===== src/rtl/sport_buf.sv =====
module sport_buf #(
  parameter int W       = 32,
  parameter int ERR_POS = 29
) (
  input  logic         clk,
  input  logic         rst_n,
  input  logic         en,
  input  logic         dir_tx,
  input  logic         bit_en,
  input  logic         fs,
  input  logic         rx_bit,
  output logic         tx_bit,
  input  logic         rd_stb,
  output logic [W-1:0] rd_data,
  input  logic         wr_stb,
  input  logic [W-1:0] wr_data,
  output logic         irq_rx,
  output logic [1:0]   fill,
  output logic [31:0]  status
);
  localparam int CW = $clog2(W + 1);
  localparam logic [CW-1:0] LAST = CW'(W - 1);

  logic [W-1:0]  h0, h1, sh, last_w;
  logic [1:0]    fill_q;
  logic          busy, err;
  logic [CW-1:0] bitcnt;

  wire slot  = en & bit_en;
  wire start = slot & fs & ~busy;
  wire step  = slot & busy;
  wire done  = step & (bitcnt == LAST);
  wire empty = (fill_q == 2'd0);
  wire full  = (fill_q == 2'd2);

  wire [W-1:0] sh_in = {sh[W-2:0], rx_bit};
  wire [W-1:0] new_w = dir_tx ? wr_data : sh_in;
  wire [W-1:0] tx_ld = empty ? last_w : h0;

  wire push = dir_tx ? (en & wr_stb & ~full) : done;
  wire pop  = dir_tx ? (start & ~empty) : (en & rd_stb & ~empty);
  wire ovf  = ~dir_tx & push & ~pop & full;
  wire unf  = dir_tx & start & empty;

  always_ff @(posedge clk or negedge rst_n) begin
    if (!rst_n) begin
      h0 <= '0; h1 <= '0; fill_q <= 2'd0;
    end else if (!en) begin
      h0 <= '0; h1 <= '0; fill_q <= 2'd0;
    end else begin
      case ({push, pop})
        2'b10: begin
          if (empty) h0 <= new_w;
          else       h1 <= new_w;
          if (!full) fill_q <= fill_q + 2'd1;
        end
        2'b01: begin
          h0 <= h1;
          fill_q <= fill_q - 2'd1;
        end
        2'b11: begin
          if (full) begin
            h0 <= h1;
            h1 <= new_w;
          end else begin
            h0 <= new_w;
          end
        end
        default: ;
      endcase
    end
  end

  always_ff @(posedge clk or negedge rst_n) begin
    if (!rst_n) begin
      sh <= '0; last_w <= '0; busy <= 1'b0; bitcnt <= '0;
    end else if (!en) begin
      sh <= '0; last_w <= '0; busy <= 1'b0; bitcnt <= '0;
    end else if (start) begin
      busy   <= 1'b1;
      bitcnt <= CW'(1);
      if (dir_tx) begin
        sh     <= tx_ld;
        last_w <= tx_ld;
      end else begin
        sh <= sh_in;
      end
    end else if (step) begin
      sh <= dir_tx ? {sh[W-2:0], 1'b0} : sh_in;
      if (done) busy <= 1'b0;
      else      bitcnt <= bitcnt + CW'(1);
    end
  end

  always_ff @(posedge clk or negedge rst_n) begin
    if (!rst_n)   err <= 1'b0;
    else if (!en) err <= 1'b0;
    else          err <= err | ovf | unf;
  end

  assign rd_data = h0;
  assign fill    = fill_q;
  assign tx_bit  = en & dir_tx & sh[W-1];
  assign irq_rx  = en & ~dir_tx & ~empty;

  always_comb begin
    status          = '0;
    status[1:0]     = fill_q;
    status[ERR_POS] = err;
  end
endmodule


===== config.mk =====
export PLATFORM = sky130hd
export DESIGN_NAME = sport_buf
export DESIGN_NICKNAME = d
export VERILOG_FILES = /design/src/rtl/sport_buf.sv
export SDC_FILE = /design/constraint.sdc
export NUM_CORES = 1
export LEC_CHECK = 0
export BUFFER_PORTS_ARGS = -buffer_cell sky130_fd_sc_hd__buf_2
export CAP_MARGIN = 30
export CORE_MARGIN = 5
export CORE_UTILIZATION = 25
export CTS_BUF_LIST = sky130_fd_sc_hd__clkbuf_8 sky130_fd_sc_hd__clkbuf_16
export CTS_CLUSTER_SIZE = 12
export DETAILED_ROUTE_END_ITERATION = 16
export GPL_ROUTABILITY_DRIVEN = 0
export PLACE_DENSITY = 0.47
export SYNTH_ARGS = -nofsm -noshare
export SYNTH_HDL_FRONTEND = slang
export SYNTH_SLANG_ARGS = --single-unit

===== constraint.sdc =====
create_clock -name clk -period 4.3 [get_ports clk]
set_clock_uncertainty 0.15 [all_clocks]
set_input_delay 0.215 -clock clk [delete_from_list [all_inputs] [get_ports clk]]
set_output_delay 0.215 -clock clk [all_outputs]
set_load 0.01 [all_outputs]

==> results.txt, run 1 <==
----------------------------------------------------
[Pwr]
  Switching power summed over all nets ... 772 uW
  Leakage ... 0.00418 uW
  Net switching share of the total power ... between 20% and 30%
  Share of power burned in the clock network ... about half
  Power per unit of standard cell area ... 370 mW/mm2
  Combinational power share ... 8.0%
  Internal cell power ... approximately 2500 uW
  VDD IR-drop max ... approximately 210 uV
  Share of total power in sequential cells ... 41.5%

[Critical path]
  CP Data Required Time ... 4480 ps
  Cell at the slowest stage of the critical path ... sky130_fd_sc_hd__a21oi_4
  Sequence of cells on the critical path ... or2_1 > buf_4 > nand2_1 > nor2_1 > a21oi_4 > buf_4 > mux2i_1
  Type of the worst setup path ... reg -> reg
  Worst path most repeated cell ... sky130_fd_sc_hd__buf_4
  Launching element of the worst setup path ... fill[1]$_DFFE_PN0P_
  Startpoint kind of the worst setup timing path ... flip-flop
  Signal arrival time at the worst endpoint ... 3140 ps
  Nature of the critical path endpoint ... flip-flop
  CP peak stage delay ... about 700 ps
  Crit path max fanout ... 35
  R2r startpoint ... fill[1]$_DFFE_PN0P_

[Detailed routing]
  Vias per cell ... between 4 and 5
  Remaining number of nets flagged by the antenna check after routing ... 0
  Final wirelength ... a little over 20,000 um
  Via count ... about 5,500
  Routed wire length per instance ... approximately 17 um
  Drc violations ... 0
  First-pass iteration count of the detailed router ... 4
  Violation count after the first detailed-route iteration ... around 440

[GRT]
  All-layer global routing usage ... 12.7%
  Largest net degree at the start of global routing ... 84
  Number of antenna violations at the first check in global routing ... 0
  Vias in the first global route ... approximately 5,500
  Final global-route overflow total ... 0
  Global-route wire length before repair ... 32,800 um

[Floorplan]
  Std cell rows ... 62
  Die Span Y ... between 150 and 200 um
  Area of the core region ... 0.0287 mm2
  Starting utilization of the core area ... 25.3%
  Die width ... around 180 um
  I/O Pins ... between 100 and 150
  Area of the die ... ~0.032 mm2

[Synth]
  Syn Inst Count ... just under 800
  Register bit total from synthesis ... 138
  Number of distinct library cells after synthesis ... 40
  Synthesized area divided by synthesized cell count ... 9.39 um2
  Sequential cell area fraction in the yosys report ... 47.6%
  Synthesis Warnings ... 0
  Mapped Area ... between 0.007 and 0.008 mm2

[Timing]
  RSZ-0062 raised after global routing ... no
  Number of hold-slack violations in the final timing report ... 0
  Slew Limit Headroom ... between 40% and 50%
  Achievable clock frequency ... roughly 340 MHz
  Worst setup margin ... between 1000 and 1500 ps
  # setup viols final ... 0
  Worst-Margin Slew ... 872 ps
  Accumulated negative setup slack ... 0 ps
  Final period util ... a little under 70%
  Fin. max-slew vios ... 0
  Final period demand of the worst path ... slightly below 3000 ps

[Run]
  Max Cap Violations ... 0

[Cells and area]
  Area grow syn2layout ... 20.3%
  Commonest cells after routing, fill and taps aside ... sky130_fd_sc_hd__nand2_1, sky130_fd_sc_hd__dfrtp_1, sky130_fd_sc_hd__mux2i_1
  Number of antenna diodes ... 0
  Most common cell after layout, fill and taps aside ... sky130_fd_sc_hd__nand2_1
  # nets final ... between 800 and 900
  FILL cells ... roughly 3,100
  Fraction of final layout cells with drive strength greater than 1 ... 17.1%

[Placed design]
  Setup slack at placement ... about 1200 ps
  DPL Wire Length ... about 13,000 um
  IO buf count ... 79

[Clocking]
  Post_cts resized ... 0
  Largest buffer count on any clock path ... 2
  Cts bufs inserted ... 17
  Clock tree from TritonCTS ... built
  Worst-path clk slew ... 60 ps
  Setup repair bufs after CTS ... 0
  Number of buffers inserted by hold repair at cts ... 17
  Sinks on Clock Net ... between 100 and 150
  CTS root buf ... sky130_fd_sc_hd__clkbuf_16
  Later-pin clock latency in the skew report ... around 420 ps
  H-tree depth reported by CTS ... 4

[Min path]
  Hold Crit Start ... wr_data[10]
  Min-Delay Path Class ... in -> reg

[Status]
  Outcome ... finished clean

----------------------------------------------------
-- cell type report --
cell class,count,area (um2),area share (%)
clock inverters,12,196,2.25
repair buffers,111,684,7.85
clock buffers,19,453,5.19
inverters,26,97.6,1.12
multi-input cells,552,3360,38.5
well taps,384,480,5.51
flip-flops and latches,138,3450,39.6
-- critical path, delay by kind of cell, from the launching register on --
family,cells,cell delay [ps]
and+or+nand+nor,3,640
muxes,1,210
AOI/OAI and AO/OA,1,700
buffers and inverters,2,660
DFF,1,500
-- cells in the mapped netlist --
cell type	count	share of area, %
sky130_fd_sc_hd__ha_1	1	0.17
sky130_fd_sc_hd__o221ai_1	1	0.12
sky130_fd_sc_hd__clkinv_1	1	0.052
sky130_fd_sc_hd__inv_1	25	1.3
sky130_fd_sc_hd__xnor2_1	2	0.24
sky130_fd_sc_hd__a22o_1	1	0.12
sky130_fd_sc_hd__or2_2	1	0.086
sky130_fd_sc_hd__nor3_1	1	0.069
sky130_fd_sc_hd__buf_4	35	3.6
sky130_fd_sc_hd__a21oi_2	1	0.12
sky130_fd_sc_hd__a2111oi_4	1	0.38
sky130_fd_sc_hd__and4_1	2	0.24
sky130_fd_sc_hd__nor2_1	41	2.1
sky130_fd_sc_hd__nand3_1	36	2.5
sky130_fd_sc_hd__o2111ai_1	2	0.24
sky130_fd_sc_hd__nor2b_1	2	0.17
sky130_fd_sc_hd__xor2_1	2	0.24
sky130_fd_sc_hd__conb_1	1	0.052
sky130_fd_sc_hd__or2_1	1	0.086
sky130_fd_sc_hd__mux2_1	19	3.0
sky130_fd_sc_hd__buf_2	8	0.55
sky130_fd_sc_hd__and3_1	4	0.35
sky130_fd_sc_hd__clkbuf_1	32	1.7
sky130_fd_sc_hd__mux2i_1	96	13
sky130_fd_sc_hd__o21a_1	2	0.21
sky130_fd_sc_hd__nand4_1	1	0.086
sky130_fd_sc_hd__a21boi_0	1	0.10
sky130_fd_sc_hd__a21oi_1	66	4.6
sky130_fd_sc_hd__a41oi_1	1	0.12
sky130_fd_sc_hd__buf_1	6	0.31
sky130_fd_sc_hd__nand2b_1	15	1.3
sky130_fd_sc_hd__nand2_1	145	7.5
sky130_fd_sc_hd__o211a_1	1	0.14
sky130_fd_sc_hd__mux2_2	13	2.0
sky130_fd_sc_hd__o211ai_1	2	0.21
sky130_fd_sc_hd__o21ai_0	60	4.1
sky130_fd_sc_hd__a31oi_2	1	0.17
sky130_fd_sc_hd__buf_6	3	0.47
sky130_fd_sc_hd__dfrtp_1	138	48
sky130_fd_sc_hd__nor4b_4	1	0.33
-- cell families after synthesis --
| kind of cell | count (synthesis) | share of synthesized area [%] |
|---|---|---|
| buf+inv | 110 | 7.96 |
| flops | 138 | 47.6 |
| xor+xnor | 4 | 0.483 |
| other cells | 1 | 0.0517 |
| fa+ha+maj | 1 | 0.173 |
| mux | 128 | 18.2 |
| compound gates | 140 | 10.6 |
| simple gates | 250 | 14.8 |
-- power by group through the flow --
stage	combinational, uW	clock (uW)	sequential (uW)
after global placement	251	0	1360
after CTS	264	1670	1340
after floorplan	148	0	1360
after global routing	285	1710	1340
final	258	1630	1340
after detailed placement	251	0	1360
-- per-stage QoR --
stage / hold WS [ps] / util, % / power, uW / cell area [um2] / instances
3_5_place_dp: 196 / 27.5 / 1610 / 7900 / 1194
4_1_cts: 10.1 / 30.4 / 3270 / 8720 / 1242
2_1_floorplan: -231 / - / 1510 / 7350 / 800
6_report: 13.8 / 30.4 / 3230 / 8720 / 1242
3_3_place_gp: 205 / 27.5 / 1610 / 7900 / 1194
5_1_grt: 27.0 / 30.4 / 3340 / 8720 / 1242
-- registers in the layout (all words and copies together), names as in the netlist --
signal	cells
bitcnt	6
busy	1
err	1
fill	2
h1	32
last_w	32
rd_data	32
sh	32
-- layer usage --
metal	routed length (um)	up-vias	track usage (%)
met3	886	13	2.12
met4	261	0	3.81
li1	-	2689	-
met1	10200	2660	18.6
met5	0	-	0
met2	9210	122	19.2
-- worst paths after layout --
path	slack [ps]	cells past startpoint	end
worst min register to register	330	2	sh[31]$_DFFE_PN0P_
min in group asynchronous	290	2	rd_data[4]$_DFFE_PN0P_
worst max register to register	1340	7	rd_data[25]$_DFFE_PN0P_
worst max-delay path	1340	7	rd_data[25]$_DFFE_PN0P_
worst min-delay path	10	3	h1[10]$_DFFE_PN0P_
max in group asynchronous	2760	3	sh[16]$_DFFE_PN0P_
Note: power is estimated with default switching activity, not from simulation.
==> run 2, diff against run 1 <==
Clock period 4.3 ns to 2.85 ns, I/O delays scaled along.
==> results.txt, run 2 (synthesis gave the netlist of run 1 again) <==
----------------------------------------------------
[Clocking]
  Worst-path clk slew ... ~60 ps
  Largest buffer count on any clock path ... 2
  CTS root buf ... sky130_fd_sc_hd__clkbuf_16
  Clock tree from TritonCTS ... built
  Cts bufs inserted ... 17
  Post_cts resized ... 0
  Later-pin clock latency in the skew report ... 430 ps
  H-tree depth reported by CTS ... 4
  Sinks on Clock Net ... approximately 140

[Critical path]
  Signal arrival time at the worst endpoint ... between 2000 and 3000 ps
  CP Data Required Time ... 3040 ps
  Crit path max fanout ... 32
  Nature of the critical path endpoint ... flip-flop
  Startpoint kind of the worst setup timing path ... flip-flop
  Type of the worst setup path ... reg -> reg
  Sequence of cells on the critical path ... nand2b_1 > and3_1 > a2111oi_4 > buf_12 > mux2_1 > mux2i_1
  CP peak stage delay ... approximately 480 ps
  Cell at the slowest stage of the critical path ... sky130_fd_sc_hd__dfrtp_1

[Pwr]
  Power per unit of standard cell area ... approximately 530 mW/mm2
  Leakage ... 0.00428 uW
  VDD IR-drop max ... roughly 380 uV

[Timing]
  Final period demand of the worst path ... around 2400 ps
  # setup viols final ... 0
  Achievable clock frequency ... ~420 MHz
  Final period util ... between 80% and 90%
  Number of hold-slack violations in the final timing report ... 0
  Accumulated negative setup slack ... 0 ps
  Fin. max-slew vios ... 0
  RSZ-0062 raised after global routing ... no
  Slew Limit Headroom ... approximately 54%
  Worst-Margin Slew ... slightly below 700 ps

[Detailed routing]
  Violation count after the first detailed-route iteration ... between 400 and 500
  Remaining number of nets flagged by the antenna check after routing ... 0
  Drc violations ... 0
  Via count ... 5,583
  First-pass iteration count of the detailed router ... 4
  Vias per cell ... 4.41
  Final wirelength ... 20,800 um
  Routed wire length per instance ... 16.4 um

[Floorplan]
  Area of the die ... 0.0325 mm2
  Starting utilization of the core area ... approximately a quarter
  Die width ... between 150 and 200 um
  I/O Pins ... ~110
  Area of the core region ... between 0.02 and 0.03 mm2
  Die Span Y ... approximately 180 um
  Std cell rows ... slightly above 60

[Cells and area]
  Total area of sequential cells ... roughly 0.0035 mm2
  Commonest cells after routing, fill and taps aside ... sky130_fd_sc_hd__nand2_1, sky130_fd_sc_hd__dfrtp_1, sky130_fd_sc_hd__mux2i_1
  Most common cell after layout, fill and taps aside ... sky130_fd_sc_hd__nand2_1
  Fraction of final layout cells with drive strength greater than 1 ... between 10% and 20%
  FILL cells ... 3,036
  Final standard cell utilization of the core ... ~31%
  Area grow syn2layout ... 23.9%
  Number of antenna diodes ... 0
  # nets final ... a little over 900
  Total area of multi-input combinational cells ... 0.00336 mm2

[GRT]
  Largest net degree at the start of global routing ... 66
  Global-route wire length before repair ... roughly 34,000 um
  All-layer global routing usage ... approximately an eighth
  Number of antenna violations at the first check in global routing ... 0
  Final global-route overflow total ... 0
  Vias in the first global route ... roughly 5,600

[Min path]
  Min-Delay Path Class ... in -> reg

[Placed design]
  DPL Wire Length ... 13,500 um
  IO buf count ... roughly 80

[Status]
  Outcome ... finished clean

[Run]
  Max Cap Violations ... 0

----------------------------------------------------
run 2: changes by cell type in the layout (fill, tap and decap cells not counted), moves of 2 or more:
cell                            previous run  this run
sky130_fd_sc_hd__buf_12                    0         6
sky130_fd_sc_hd__clkinvlp_4                3         5
sky130_fd_sc_hd__dlygate4sd3_1            17        35
sky130_fd_sc_hd__bufinv_16                 5         3
sky130_fd_sc_hd__inv_6                     0         2
sky130_fd_sc_hd__clkbuf_8                  2         0
run 2: repair_timing:
action,CTS,global route
setup buffers,0,0
hold buffers,35,0
endpoints found under the hold margin,95,0
run 2: critical path: cells and delay by family, from the launching register on:
family                 cells  cell delay [ps]
AND/OR/NAND/NOR            2              520
multiplexers               2              500
flip-flops                 1              480
AO/OA/AOI/OAI              1              380
buffers and inverters      1              290
run 2: area by class of cell:
type	instances	share of cell area (%)
Multi-Input combinational cell	552	37.4
Timing Repair Buffer	136	11.1
Sequential cell	138	38.5
Inverter	26	1.09
Clock inverter	14	1.92
Tap cell	384	5.35
Clock buffer	17	4.74
run 2: worst paths after layout:
kind / slack (ps) / cells after the start / start / end
worst max-delay path: 440 / 6 / fill[0]$_DFFE_PN0P_ / rd_data[13]$_DFFE_PN0P_
worst max register to register: 440 / 6 / fill[0]$_DFFE_PN0P_ / rd_data[13]$_DFFE_PN0P_
max in group asynchronous: 1560 / 3 / rst_n / sh[9]$_DFFE_PN0P_
worst min register to register: 340 / 2 / sh[31]$_DFFE_PN0P_ / sh[31]$_DFFE_PN0P_
worst min-delay path: 20 / 4 / rx_bit / sh[0]$_DFFE_PN0P_
min in group asynchronous: 120 / 2 / rst_n / h1[3]$_DFFE_PN0P_
run 2: per-layer routing:
layer  vias to the layer above  global-route usage [%]  part of all wire, %
met3                        12                    2.34                  3.5
met4                         0                    3.42                 0.86
met2                       100                    19.7                   45
li1                       2740                       -                    -
met1                      2731                    19.3                   51
met5                         -                       0                    0
run 2: per-stage QoR:
step	hold WS (ps)	area, um2	power (uW)	instances	setup slack [ps]
2_1_floorplan	-303	7350	2280	800	595
3_3_place_gp	28.6	8030	2450	1201	524
3_5_place_dp	26.3	8030	2450	1201	460
4_1_cts	12.5	8980	4800	1267	429
5_1_grt	25.2	8980	4930	1267	274
6_report	23.9	8980	4730	1267	445
run 2: power by group:
part,switching [uW],internal [uW]
combinational,264,157
sequential,33.1,1990
clock,915,1380
total,1210,3520
==> run 3, diff against run 2 <==
Settings changed: PLACE_DENSITY 0.47 to 0.49.
Clock period 2.85 ns to 2.2 ns, I/O delays scaled along.
==> results.txt, run 3 (synthesis gave the netlist of run 1 again) <==
----------------------------------------------------
[Status]
  Outcome ... finished clean

[Floorplan]
  Area of the core region ... about 0.029 mm2
  Die width ... between 150 and 200 um
  Std cell rows ... between 60 and 70
  Die Span Y ... around 180 um
  Area of the die ... about 0.032 mm2
  Starting utilization of the core area ... 25.3%
  I/O Pins ... about 110

[Run]
  Max Cap Violations ... 0

[Cells and area]
  Final standard cell utilization of the core ... 33.2%
  Area grow syn2layout ... 31.4%
  Commonest cells after routing, fill and taps aside ... sky130_fd_sc_hd__nand2_1, sky130_fd_sc_hd__dfrtp_1, sky130_fd_sc_hd__mux2i_1
  # nets final ... between 900 and 1,000
  Most common cell after layout, fill and taps aside ... sky130_fd_sc_hd__nand2_1
  Number of antenna diodes ... 0
  Final standard cell area without fillers ... approximately 0.0095 mm2
  Fraction of final layout cells with drive strength greater than 1 ... a little under a quarter
  FILL cells ... 2,993

[GRT]
  Global-route wire length before repair ... ~34,000 um
  Number of antenna violations at the first check in global routing ... 0
  Final global-route overflow total ... 0
  Largest net degree at the start of global routing ... 65
  All-layer global routing usage ... about an eighth
  Vias in the first global route ... between 5,000 and 6,000

[Timing]
  Number of hold-slack violations in the final timing report ... 0
  Fin. max-slew vios ... 0
  Achievable clock frequency ... about 460 MHz
  # setup viols final ... 0
  Slew Limit Headroom ... 60.4%
  RSZ-0062 raised after global routing ... yes
  Worst-Margin Slew ... between 500 and 600 ps
  Final period util ... between 90% and 100%
  Final period demand of the worst path ... between 2000 and 2500 ps
  Accumulated negative setup slack ... 0 ps

[Critical path]
  Startpoint kind of the worst setup timing path ... flip-flop
  Type of the worst setup path ... reg -> reg
  CP Data Required Time ... approximately 2400 ps
  Crit path max fanout ... 12
  Nature of the critical path endpoint ... flip-flop
  Signal arrival time at the worst endpoint ... around 2300 ps

[Pwr]
  Power per unit of standard cell area ... a little under 700 mW/mm2
  Leakage ... approximately 0.0046 uW
  VDD IR-drop max ... around 550 uV

[Placed design]
  DPL Wire Length ... approximately 13,000 um
  IO buf count ... 79
  Cell area after placement ... 0.00819 mm2

[Clocking]
  Worst-path clk slew ... about 70 ps
  CTS root buf ... sky130_fd_sc_hd__clkbuf_16
  H-tree depth reported by CTS ... 4
  Clock tree from TritonCTS ... built
  Cts bufs inserted ... 17
  Later-pin clock latency in the skew report ... 430 ps
  Sinks on Clock Net ... 138
  Largest buffer count on any clock path ... 2

[Detailed routing]
  Drc violations ... 0
  First-pass iteration count of the detailed router ... 5
  Via count ... slightly below 6,000
  Remaining number of nets flagged by the antenna check after routing ... 0
  Vias per cell ... roughly 4.5
  Violation count after the first detailed-route iteration ... 440
  Final wirelength ... about 22,000 um
  Routed wire length per instance ... ~17 um

[Min path]
  Min-Delay Path Class ... in -> async

----------------------------------------------------
[run 3: final cells by class]
class,count,area [um2],area share (%)
inverter,26,97.6,1.02
clock inverter,15,228,2.39
tap,384,480,5.04
multi-input combinational,552,3440,36.1
clock buffer,17,425,4.47
timing repair buffer,172,1400,14.7
sequential,138,3460,36.3
[run 3: metal layers]
metal	vias to the layer above	track usage [%]	wire, um
li1	2827	-	-
met1	2833	18.5	10100
met2	146	21.4	10200
met3	16	2.62	935
met4	0	3.24	333
met5	-	0	0
[run 3: metrics by stage]
stage	setup WS (ps)	cells	hold WS [ps]	power (uW)
after floorplan	33.8	800	-336	2950
after global placement	-50.0	1219	-39.0	3190
after detailed placement	-93.3	1219	-40.0	3190
after CTS	-16.0	1300	87.9	6490
after global routing	-32.4	1304	112	6700
final	48.2	1304	56.7	6440
[run 3: worst paths after layout]
kind	end	slack, ps	cells after the start	start
worst max register to register	rd_data[16]$_DFFE_PN0P_	50	8	busy$_DFFE_PN0P_
worst min-delay path	sh[4]$_DFFE_PN0P_	60	2	rst_n
worst max-delay path	rd_data[16]$_DFFE_PN0P_	50	8	busy$_DFFE_PN0P_
max in group asynchronous	h1[31]$_DFFE_PN0P_	1120	3	rst_n
worst min register to register	sh[20]$_DFFE_PN0P_	350	2	sh[20]$_DFFE_PN0P_
min in group clk	h1[26]$_DFFE_PN0P_	140	4	en
[run 3: timing repair]
item                       CTS  global route
cloned                       2             2
hold buffers                35             0
buffers inserted            13             3
setup endpoints to repair   24            31
gates resized for setup     15            17
pin swaps                    3             4
hold endpoints to repair   153             0
[run 3: power by group]
| part | internal, uW | switching, uW |
|---|---|---|
| Clock | 1950 | 1270 |
| Combinational | 252 | 362 |
| Sequential | 2570 | 38.5 |
[run 3: worst max-delay path: stages, from the launching register on]
cell	delay, ps
sky130_fd_sc_hd__dfrtp_1	380
sky130_fd_sc_hd__and3_1	200
sky130_fd_sc_hd__nor4b_4	150
sky130_fd_sc_hd__buf_4	160
sky130_fd_sc_hd__or2_2	330
sky130_fd_sc_hd__a21oi_4	150
sky130_fd_sc_hd__buf_12	140
sky130_fd_sc_hd__clkbuf_16	190
sky130_fd_sc_hd__mux2i_1	220
